--- src/rtl/ldst_disambig_pkg.sv ---
// Package: shared types for the load-store disambiguation unit.
// Assumes: nothing beyond IEEE 1800-2017 packages.
package ldst_disambig_pkg;

    // Kind of memory operation held in an entry
    typedef enum logic {
        KIND_LOAD  = 1'b0,
        KIND_STORE = 1'b1
    } mem_kind_e;

endpackage

--- src/rtl/lsd_free_slot.sv ---
// Module: lsd_free_slot
// Finds the lowest-numbered unoccupied entry of the unit.
// Assumes: DEPTH >= 2; purely combinational.
module lsd_free_slot #(
    parameter int DEPTH = 8,
    localparam int IDX_W = $clog2(DEPTH)
) (
    input  logic [DEPTH-1:0] occupied,
    output logic             found,
    output logic [IDX_W-1:0] idx
);

    // Priority search from the top so the lowest free index wins
    always_comb begin
        found = 1'b0;
        idx   = '0;
        for (int i = DEPTH - 1; i >= 0; i--) begin
            if (!occupied[i]) begin
                found = 1'b1;
                idx   = IDX_W'(i);
            end
        end
    end

endmodule

--- src/rtl/lsd_age_matrix.sv ---
// Module: lsd_age_matrix
// Keeps relative age between entries: older[r][c] = 1 means entry c was
// allocated before entry r. Bits are only meaningful where both entries are
// occupied; the consumer masks with the occupancy vector.
// Assumes: at most one allocation per cycle, flush clears everything.
module lsd_age_matrix #(
    parameter int DEPTH = 8,
    localparam int IDX_W = $clog2(DEPTH)
) (
    input  logic                        clk,
    input  logic                        rst_n,
    input  logic                        flush,
    input  logic                        alloc_en,
    input  logic [IDX_W-1:0]            alloc_idx,
    input  logic [DEPTH-1:0]            occupied,
    output logic [DEPTH-1:0][DEPTH-1:0] older
);

    // New entry is younger than every occupied entry; clear its column
    always_ff @(posedge clk) begin
        if (!rst_n || flush) begin
            older <= '0;
        end else if (alloc_en) begin
            for (int r = 0; r < DEPTH; r++) begin
                older[r][alloc_idx] <= 1'b0;
            end
            older[alloc_idx] <= occupied;
        end
    end

endmodule

--- src/rtl/lsd_load_select.sv ---
// Module: lsd_load_select
// Decides which loads may access memory and picks the oldest of them.
// A load is eligible when its address is known and every older store in the
// unit has a known address that differs from the load's address.
// Assumes: older[][] from lsd_age_matrix; purely combinational.
module lsd_load_select #(
    parameter int DEPTH  = 8,
    parameter int ADDR_W = 32
) (
    input  logic [DEPTH-1:0]             valid,
    input  logic [DEPTH-1:0]             is_store,
    input  logic [DEPTH-1:0]             ea_ok,
    input  logic [DEPTH-1:0][ADDR_W-1:0] addr,
    input  logic [DEPTH-1:0][DEPTH-1:0]  older,
    output logic [DEPTH-1:0]             pick,
    output logic                         any_pick
);

    logic [DEPTH-1:0] elig;

    for (genvar i = 0; i < DEPTH; i++) begin : g_load
        logic hazard;

        // Scan older stores for a missing or equal address
        always_comb begin
            hazard = 1'b0;
            for (int j = 0; j < DEPTH; j++) begin
                if (older[i][j] && valid[j] && is_store[j] &&
                    (!ea_ok[j] || addr[j] == addr[i])) begin
                    hazard = 1'b1;
                end
            end
        end

        // Load ready to go when addressed and free of hazards
        assign elig[i] = valid[i] && !is_store[i] && ea_ok[i] && !hazard;

        // Oldest eligible load: no eligible load is older than this one
        assign pick[i] = elig[i] && !(|(elig & older[i] & valid));
    end

    assign any_pick = |pick;

endmodule

--- src/rtl/ldst_disambig.sv ---
// Module: ldst_disambig (top)
// Holds in-flight loads and stores in allocation (program) order, collects
// their effective addresses by tag, grants the oldest hazard-free load to the
// memory port and releases stores only on commit.
// Assumes: tags of in-flight operations are unique; an address is never
// delivered in the same cycle its operation is allocated; a committed store
// already has its address.
module ldst_disambig
    import ldst_disambig_pkg::*;
#(
    parameter int DEPTH  = 8,
    parameter int TAG_W  = 5,
    parameter int ADDR_W = 32
) (
    input  logic              clk,
    input  logic              rst_n,
    input  logic              alloc_valid,
    input  logic              alloc_is_store,
    input  logic [TAG_W-1:0]  alloc_tag,
    output logic              full,
    input  logic              ea_valid,
    input  logic [TAG_W-1:0]  ea_tag,
    input  logic [ADDR_W-1:0] ea_addr,
    input  logic              commit_valid,
    input  logic [TAG_W-1:0]  commit_tag,
    input  logic              mem_ready,
    output logic              ld_grant_valid,
    output logic [TAG_W-1:0]  ld_grant_tag,
    output logic [ADDR_W-1:0] ld_grant_addr,
    output logic              rel_valid,
    output logic [TAG_W-1:0]  rel_tag,
    output logic [ADDR_W-1:0] rel_addr,
    input  logic              flush
);

    localparam int IDX_W = $clog2(DEPTH);

    // Entry storage
    logic [DEPTH-1:0]             valid_q;
    logic [DEPTH-1:0]             ea_ok_q;
    mem_kind_e                    kind_q [DEPTH];
    logic [DEPTH-1:0][TAG_W-1:0]  tag_q;
    logic [DEPTH-1:0][ADDR_W-1:0] addr_q;

    logic [DEPTH-1:0]            is_store;
    logic [DEPTH-1:0]            ea_hit;
    logic [DEPTH-1:0]            commit_hit;
    logic [DEPTH-1:0]            pick_vec;
    logic [DEPTH-1:0][DEPTH-1:0] older;
    logic                        any_pick;
    logic                        slot_found;
    logic [IDX_W-1:0]            slot_idx;
    logic                        alloc_go;
    logic                        grant_go;
    logic [TAG_W-1:0]            pick_tag;
    logic [ADDR_W-1:0]           pick_addr;
    logic [ADDR_W-1:0]           commit_addr;

    // Per-entry tag matches for address delivery and store commit
    for (genvar i = 0; i < DEPTH; i++) begin : g_match
        assign is_store[i]   = (kind_q[i] == KIND_STORE);
        assign ea_hit[i]     = ea_valid && valid_q[i] && (tag_q[i] == ea_tag);
        assign commit_hit[i] = commit_valid && valid_q[i] && is_store[i] &&
                               (tag_q[i] == commit_tag);
    end

    lsd_free_slot #(.DEPTH(DEPTH)) u_slot (
        .occupied (valid_q),
        .found    (slot_found),
        .idx      (slot_idx)
    );

    lsd_age_matrix #(.DEPTH(DEPTH)) u_age (
        .clk       (clk),
        .rst_n     (rst_n),
        .flush     (flush),
        .alloc_en  (alloc_go),
        .alloc_idx (slot_idx),
        .occupied  (valid_q),
        .older     (older)
    );

    lsd_load_select #(.DEPTH(DEPTH), .ADDR_W(ADDR_W)) u_sel (
        .valid    (valid_q),
        .is_store (is_store),
        .ea_ok    (ea_ok_q),
        .addr     (addr_q),
        .older    (older),
        .pick     (pick_vec),
        .any_pick (any_pick)
    );

    assign full     = !slot_found;
    assign alloc_go = alloc_valid && slot_found && !flush;
    assign grant_go = mem_ready && any_pick && !flush;

    // Gather the picked load and the committing store (one-hot OR mux)
    always_comb begin
        pick_tag    = '0;
        pick_addr   = '0;
        commit_addr = '0;
        for (int i = 0; i < DEPTH; i++) begin
            if (pick_vec[i]) begin
                pick_tag  = pick_tag | tag_q[i];
                pick_addr = pick_addr | addr_q[i];
            end
            if (commit_hit[i]) begin
                commit_addr = commit_addr | addr_q[i];
            end
        end
    end

    // Entry lifecycle: allocate, record address, retire on grant or commit
    always_ff @(posedge clk) begin
        if (!rst_n || flush) begin
            valid_q <= '0;
            ea_ok_q <= '0;
            for (int i = 0; i < DEPTH; i++) begin
                kind_q[i] <= KIND_LOAD;
            end
            tag_q  <= '0;
            addr_q <= '0;
        end else begin
            for (int i = 0; i < DEPTH; i++) begin
                if ((grant_go && pick_vec[i]) || commit_hit[i]) begin
                    valid_q[i] <= 1'b0;
                end
                if (ea_hit[i]) begin
                    ea_ok_q[i] <= 1'b1;
                    addr_q[i]  <= ea_addr;
                end
                if (alloc_go && slot_idx == IDX_W'(i)) begin
                    valid_q[i] <= 1'b1;
                    ea_ok_q[i] <= 1'b0;
                    kind_q[i]  <= alloc_is_store ? KIND_STORE : KIND_LOAD;
                    tag_q[i]   <= alloc_tag;
                end
            end
        end
    end

    // Registered load grant toward the memory port
    always_ff @(posedge clk) begin
        if (!rst_n) begin
            ld_grant_valid <= 1'b0;
            ld_grant_tag   <= '0;
            ld_grant_addr  <= '0;
        end else begin
            ld_grant_valid <= grant_go;
            ld_grant_tag   <= pick_tag;
            ld_grant_addr  <= pick_addr;
        end
    end

    // Registered store release on commit
    always_ff @(posedge clk) begin
        if (!rst_n) begin
            rel_valid <= 1'b0;
            rel_tag   <= '0;
            rel_addr  <= '0;
        end else begin
            rel_valid <= (|commit_hit) && !flush;
            rel_tag   <= commit_tag;
            rel_addr  <= commit_addr;
        end
    end

endmodule

--- config.mk ---
export PLATFORM = sky130hd
export DESIGN_NAME = ldst_disambig
export DESIGN_NICKNAME = d
export VERILOG_FILES = /design/src/rtl/ldst_disambig_pkg.sv /design/src/rtl/lsd_free_slot.sv /design/src/rtl/lsd_age_matrix.sv /design/src/rtl/lsd_load_select.sv /design/src/rtl/ldst_disambig.sv
export SDC_FILE = /design/constraint.sdc
export NUM_CORES = 2
export LEC_CHECK = 0
export BUFFER_PORTS_ARGS = -buffer_cell sky130_fd_sc_hd__buf_2
export CORE_MARGIN = 3
export CORE_UTILIZATION = 41
export CTS_BUF_LIST = sky130_fd_sc_hd__clkbuf_16
export CTS_CLUSTER_DIAMETER = 150
export DETAILED_ROUTE_END_ITERATION = 6
export PLACE_DENSITY = 0.63
export SETUP_SLACK_MARGIN = 0.2
export SLEW_MARGIN = 20
export SYNTH_ARGS = -nofsm -noshare
export SYNTH_HDL_FRONTEND = slang
export SYNTH_SLANG_ARGS = --single-unit
--- constraint.sdc ---
create_clock -name clk -period 5.1 [get_ports clk]
set_input_delay 0.51 -clock clk [delete_from_list [all_inputs] [get_ports clk]]
set_output_delay 0.51 -clock clk [all_outputs]
set_load 0.01 [all_outputs]
### Word level (Yosys, flattened, before mapping)

Memory sizes are Yosys's and may differ from the RTL's.
Index checks and enable logic that the tools add are counted.

* $mul: 0
* divide/modulo/power cells: 0
* shift-type cells: 0
* bitwise logic cells: 54
* $add $sub $neg: 0
* reduce and logical (&&, ||, !) cells: 405
* mux-type cells: 160
* equal/unequal tests: 79
* magnitude comparators: 2

Operator list (count)
* equality test 32 bit: 56
* two-way mux 32 bit: 16
* OR 32 bit: 14
* logical AND 1 bit: 278
* AND 8 bit: 24
* two-way mux 1 bit: 124
* equality test 5 bit: 16
* OR reduction 8 bit: 10
* logical OR 1 bit: 65
* bitwise mux 64 bit: 1
* two-way mux 5 bit: 8
* logical NOT 1 bit: 35
* OR 5 bit: 7
* demux 8 bit (select 3 bit): 1
* two-way mux 3 bit: 8
* nonzero test 2 bit: 8
* OR reduction 2 bit: 8
* equality test 3 bit, second input constant: 4
* two-way mux 8 bit: 1
* NOT 8 bit: 1
* OR 1 bit: 8
* equality test 3 x 2 -> 1 bit, second input constant: 2
* < comparator 3 x 4 -> 1 bit, second input constant: 1
* demux 1 bit (select 3 bit): 1
* other kinds (3): 3

* latch bits: 0
* register bits after elaboration: 452
* output and inout port bits: 77
* word-level logic and storage cells: 747
* memories kept: 1
* bits in read-only memories: 0
* memory bits (writable): 8
* bits of input ports: 55

Memories
* kind_q: depth 8, width 1, read ports 8, clocked after memory_dff 0, write ports 8, RTL line ldst_disambig.sv:41 `mem_kind_e kind_q [DEPTH];`

### Depth between registers and ports, before layout

* depth in word-level cells: 33
* depth in mapped cells: 15
* gate-level depth less buffers: 11

### Cells and area by module

Synthesis repeated with hierarchy kept, for this count alone.

* cell total of the unflattened synthesis: 3792
* area, all modules: 33103.0 um^2

Modules (own cells, without submodules)
* ldst_disambig: sequential area each 8007.7 um^2, area an instance 17445.5 um^2, times used 1, cells each 1869
* lsd_load_select: sequential area each 0.0 um^2, area an instance 13046.3 um^2, times used 1, cells each 1651
* lsd_age_matrix: sequential area each 1281.2 um^2, area an instance 2532.4 um^2, times used 1, cells each 256
* lsd_free_slot: sequential area each 0.0 um^2, area an instance 78.8 um^2, times used 1, cells each 16

### Least setup slack after synthesis

No wires, ideal clock.

* path type: reg2reg
* start point: register addr_q[17] (netlist name)
* end point: register ld_grant_addr[17]
* path slack: 2.423 ns
* period minus slack after synthesis: 2.677 ns
* library setup time: 0.078 ns
* required time: 5.022 ns
* arrival time: 2.598 ns
* cell stages (with the launch flop): 15
* buffers on the path: 4
* cells stage by stage: dfxtp_1 > buf_2 > xnor2_1 > nand4_1 > nor4_2 > a21oi_1 > a2bb2oi_1 > and4_1 > buf_2 > a221o_1 > a211oi_2 > buf_6 > buf_8 > a22oi_2 > a41oi_2

* word-level cells in the longest chain between the ends: 33
* elaborated cells between the ends (all ways): 176
* those cells by class: eq/ne (14); mux (71); bitwise (23); reduce/logical (68)

RTL lines
* from (decl): RTL line ldst_disambig.sv:43 `logic [DEPTH-1:0][ADDR_W-1:0] addr_q;`
* from (signal, indexed assignment): RTL line ldst_disambig.sv:130 `addr_q[i] <= ea_addr;`
* equality test 32 bit: RTL line lsd_load_select.sv:29 `(!ea_ok[j] || addr[j] == addr[i])) begin`
* logical OR 1 bit: RTL line lsd_load_select.sv:29
* logical AND 1 bit: RTL line lsd_load_select.sv:28 `if (older[i][j] && valid[j] && is_store[j] &&`
* two-way mux 1 bit (8 in a row): RTL line lsd_load_select.sv:28
* logical NOT 1 bit: RTL line lsd_load_select.sv:36 `assign elig[i] = valid[i] && !is_store[i] && ea_ok[i] && !hazard;`
* logical AND 1 bit: RTL line lsd_load_select.sv:36
* AND 8 bit (2 in a row): RTL line lsd_load_select.sv:39 `assign pick[i] = elig[i] && !(|(elig & older[i] & valid));`
* OR reduction 8 bit: RTL line lsd_load_select.sv:39
* [9 not listed]
* OR 32 bit: RTL line ldst_disambig.sv:105 `pick_addr = pick_addr | addr_q[i];`
* two-way mux 32 bit: RTL line ldst_disambig.sv:103 `if (pick_vec[i]) begin`
* OR 32 bit: RTL line ldst_disambig.sv:105
* two-way mux 32 bit: RTL line ldst_disambig.sv:103
* OR 32 bit: RTL line ldst_disambig.sv:105
* two-way mux 32 bit: RTL line ldst_disambig.sv:103
* OR 32 bit: RTL line ldst_disambig.sv:105
* two-way mux 32 bit (*): RTL line ldst_disambig.sv:103
* to (signal assigned): RTL line ldst_disambig.sv:151 `ld_grant_addr <= pick_addr;`
* to (decl): RTL line ldst_disambig.sv:29 `output logic [ADDR_W-1:0] ld_grant_addr,`

Every way passes the cells marked *; elsewhere a longest branch is shown, timed or not.
A chain may end at the register's enable or synchronous reset.

### Final worst setup path

* start point: register addr_q[195] (netlist name)
* end point: register ld_grant_addr[10]

Same word-level chain as after synthesis.

==> run_results.csv <==
group,metric,value,unit
placed_design,placed_cell_area,33300,um^2
routing,top_layer,"met5",
cts,clock_latency,0.63,ns
global_route,grt_max_degree,170,
die,die_y,285,um
pwr,power_frac_comb,3.0,%
critical_path,worstPathArrival,5.16,ns
synth,synth-simple-area-share,14.3,%
critical_path,worst-path-buf-inv,1,
synth,synthTopCellsByCount,"xor2_1 (870), dfxtp_1 (452), nor2_1 (309)",
critical_path,crit_chain,"xor2_1 -> nor4_1 -> nand4_1 -> o21ai_0 -> nand4_1 -> nand4_1 -> nor3_2 -> a221o_1 -> a211oi_4 -> buf_4 -> a22oi_1 -> a41oi_1",
cts,clock_path_buffers,3,
cts,cts.sinks,460,
critical_path,cp_max_fo,19,
cells_and_area,drive_gt1_share,14.7,%
synth,syn_avg_cell_area,8.75,um^2
placed_design,portBuffers,131,
routing,drt_first_pass_iters,6,
critical_path,crit_top_cell,"nand4_1",
routing,drc,0,
pwr,swShare,23.8,%
critical_path,startpoint_type,"register",
cts,cts_tree,"yes",
global_route,grt_pass1_wl,224000,um
routing,route.antenna.remaining_nets,0,
synth,synth_top_family_by_area,"XOR/XNOR gates",
run_status,status,"finished clean",
sta,report.final.slew_viol_count,0,
synth,synthXorXnorAreaFrac,26.7,%
pwr,pwr-share-clk,49.9,%
synth,synth-compound-area-share,14.0,%
synth,synth.top_cell.area_share,28.3,%
synth,synth_seq_area_share,29.0,%
sta,fin_crit_sh,91.2,%
sta,finalHoldViolCount,0,
synth,synthesis.nets,3712,
synth,async_flop_share,0,%
pwr,irDropWorstVdd,0.231,mV
pwr,seqPwrFrac,47.1,%
critical_path,worstSetupPathType,"reg -> reg",
die,die_w,285,um
die,io_pins,132,
critical_path,cp_slowest_cell,"nor4_1",
critical_path,cp.required,5.61,ns
routing,finalWirelength,160000,um
min_path,hp-class,"in -> reg",
cts,cts-root-buf,"clkbuf_16",
cells_and_area,nFillCells,7648,
die,dieArea,81400,um^2
routing,vias,30511,
cells_and_area,fin_area,35100,um^2
die,rows,101,
global_route,grt_usage,37.8,%
synth,synth-edff-count,8,
global_route,gr-total-overflow,0,
routing,m1WireLength,62500,um
synth,synth-seq-cells,460,
sta,max_freq,0.215,GHz
routing,post_drt_wl_per_cell,33.9,um
routing,wl_met3,18900,um
synth,ys_types,62,
cts,post-cts-setup-buffers,0,
sta,finalSetupTns,0,ns
global_route,antenna_found_initial,8,
flow_run,cap_violations,0,
global_route,grt_pass1_vias,29006,
sta,setup_viol,0,
synth,synthTopCellsByArea,"dfxtp_1 (28%), xor2_1 (24%), mux2i_1 (7.1%)",
critical_path,path_delay_family,"simple AND/OR/NAND/NOR gates",
synth,synthAdderAreaFrac,0,%
routing,wl_met2,67100,um
placed_design,dp_hpwl,115000,um
routing,drtIter0Drc,4511,
routing,via_per_inst,6.47,
synth,netlist.top_cell.by_area,"dfxtp_1",
critical_path,end_kind,"register",
sta,finalClockSkew,0.0323,ns
pwr,powerDensity,219,nW/um^2
synth,yosysWarnings,0,
sta,fin_crit,4.65,ns
cells_and_area,nets,3693,
synth,synthFlopType,"dfxtp_1",
die,start_util,41.8,%
cts,cts_buffers,52,
cts,cts_resized,0,
pwr,leakagePower,19.0,nW
synth,synthMuxAreaShare,7.14,%
critical_path,slowest_delay,0.78,ns
synth,synth_area,32000,um^2
sta,worstMarginPinSlew,1.10,ns
die,core_area,76600,um^2
placed_design,gp_congestion,1.07,
sta,slew_headroom,26.2,%
cts,hold_buffers,0,
pwr,switchingPower,1.83,mW
cts,htreeDepth,2,
cts,clk_pin_slew,0.07,ns
synth,synth_cells,3657,
sta,rsz0062_at_grt,"false",
synth,synth.most_common_cell,"xor2_1",
cells_and_area,areaGrowthSynthToFinish,9.77,%
pwr,p_int,5.86,mW
-- registers in the layout, indices dropped and copies added (netlist names), 8 cells and up, named ones only --
signal	cells
kind_q	8
rel_addr	32
tag_q	40
valid_q	8
u_age.older	56
ld_grant_addr	32
ea_ok_q	8
addr_q	256
-- power groups by stage --
stage | clock (mW) | combinational (mW) | sequential, mW
after floorplan | 0 | 0.144 | 3.70
after global placement | 0 | 0.227 | 3.70
after detailed placement | 0 | 0.226 | 3.70
after CTS | 3.88 | 0.227 | 3.62
after global routing | 4.03 | 0.244 | 3.62
final | 3.84 | 0.232 | 3.62
-- worst register-to-register path, stage by stage, from the launching register on --
cell	delay (ns)
dfxtp_1	0.76
xor2_1	0.14
nor4_1	0.78
nand4_1	0.47
o21ai_0	0.49
nand4_1	0.15
nand4_1	0.15
nor3_2	0.13
a221o_1	0.40
a211oi_4	0.23
buf_4	0.40
a22oi_1	0.19
a41oi_1	0.25
-- per-layer routing --
metal	GRT usage, %	up-vias
li1	-	12676
met1	49.0	14802
met2	56.3	2417
met3	10.7	610
met4	21.5	6
met5	0	-
-- stage by stage --
step	hold WS [ns]	util, %	setup slack [ns]	instances	power (mW)
final	0.112	45.8	0.449	4718	7.69
after global routing	0.106	45.8	0.361	4712	7.89
after CTS	0.0958	45.8	0.691	4710	7.73
after detailed placement	0.456	43.5	0.727	4613	3.93
after global placement	0.445	43.5	0.661	4613	3.93
after floorplan	0.430	-	2.42	3657	3.84
-- final timing paths --
check                                               from                      endpoint  slack [ns]  cells after the start
worst max-delay path            addr_q[195]$_SDFFE_PP0P_  ld_grant_addr[10]$_SDFF_PN0_        0.45                     12
worst min-delay path                           mem_ready     ld_grant_valid$_SDFF_PN0_        0.11                      3
worst min register to register                  register                      register        0.48                      1
worst max register to register  addr_q[195]$_SDFFE_PP0P_  ld_grant_addr[10]$_SDFF_PN0_        0.45                     12
-- cell usage in the layout, fill, tap and decap left out, drive strengths merged, types with 8 or more instances in the layout --
cell / instances
a21oi: 96
a22o: 24
a22oi: 277
a31oi: 9
a32o: 10
a32oi: 10
a41oi: 64
and2: 17
and3: 24
and4: 8
buf: 386
clkbuf: 53
clkinv: 24
clkinvlp: 8
dfxtp: 452
edfxtp: 8
inv: 33
mux2i: 228
nand2: 196
nand3: 23
nand4: 90
nor2: 309
nor3: 17
nor4: 228
o21ai: 58
xnor2: 106
xor2: 870
-- layout make-up --
cell class / count / area, um^2 / area share, %
repair buffers: 386 / 2700 / 7.70
inverters: 27 / 103 / 0.292
flip-flops and latches: 460 / 9290 / 26.5
well taps: 1030 / 1290 / 3.67
diodes: 7 / 17.5 / 0.0499
clock inverters: 44 / 395 / 1.13
clock buffers: 53 / 1330 / 3.78
multi-input cells: 2711 / 20000 / 56.9
-- kinds of logic (layout without fill, tap and decap cells) --
kind of cell | Yosys count | in the layout
buffers and inverters | 486 | 510
and+or+nand+nor | 922 | 922
DFF | 460 | 460
muxes | 228 | 228
other | 0 | 7
xor gates and xnor gates | 976 | 976
AOI/OAI and AO/OA | 585 | 585
No activity file was read; power rests on OpenSTA's default activity.
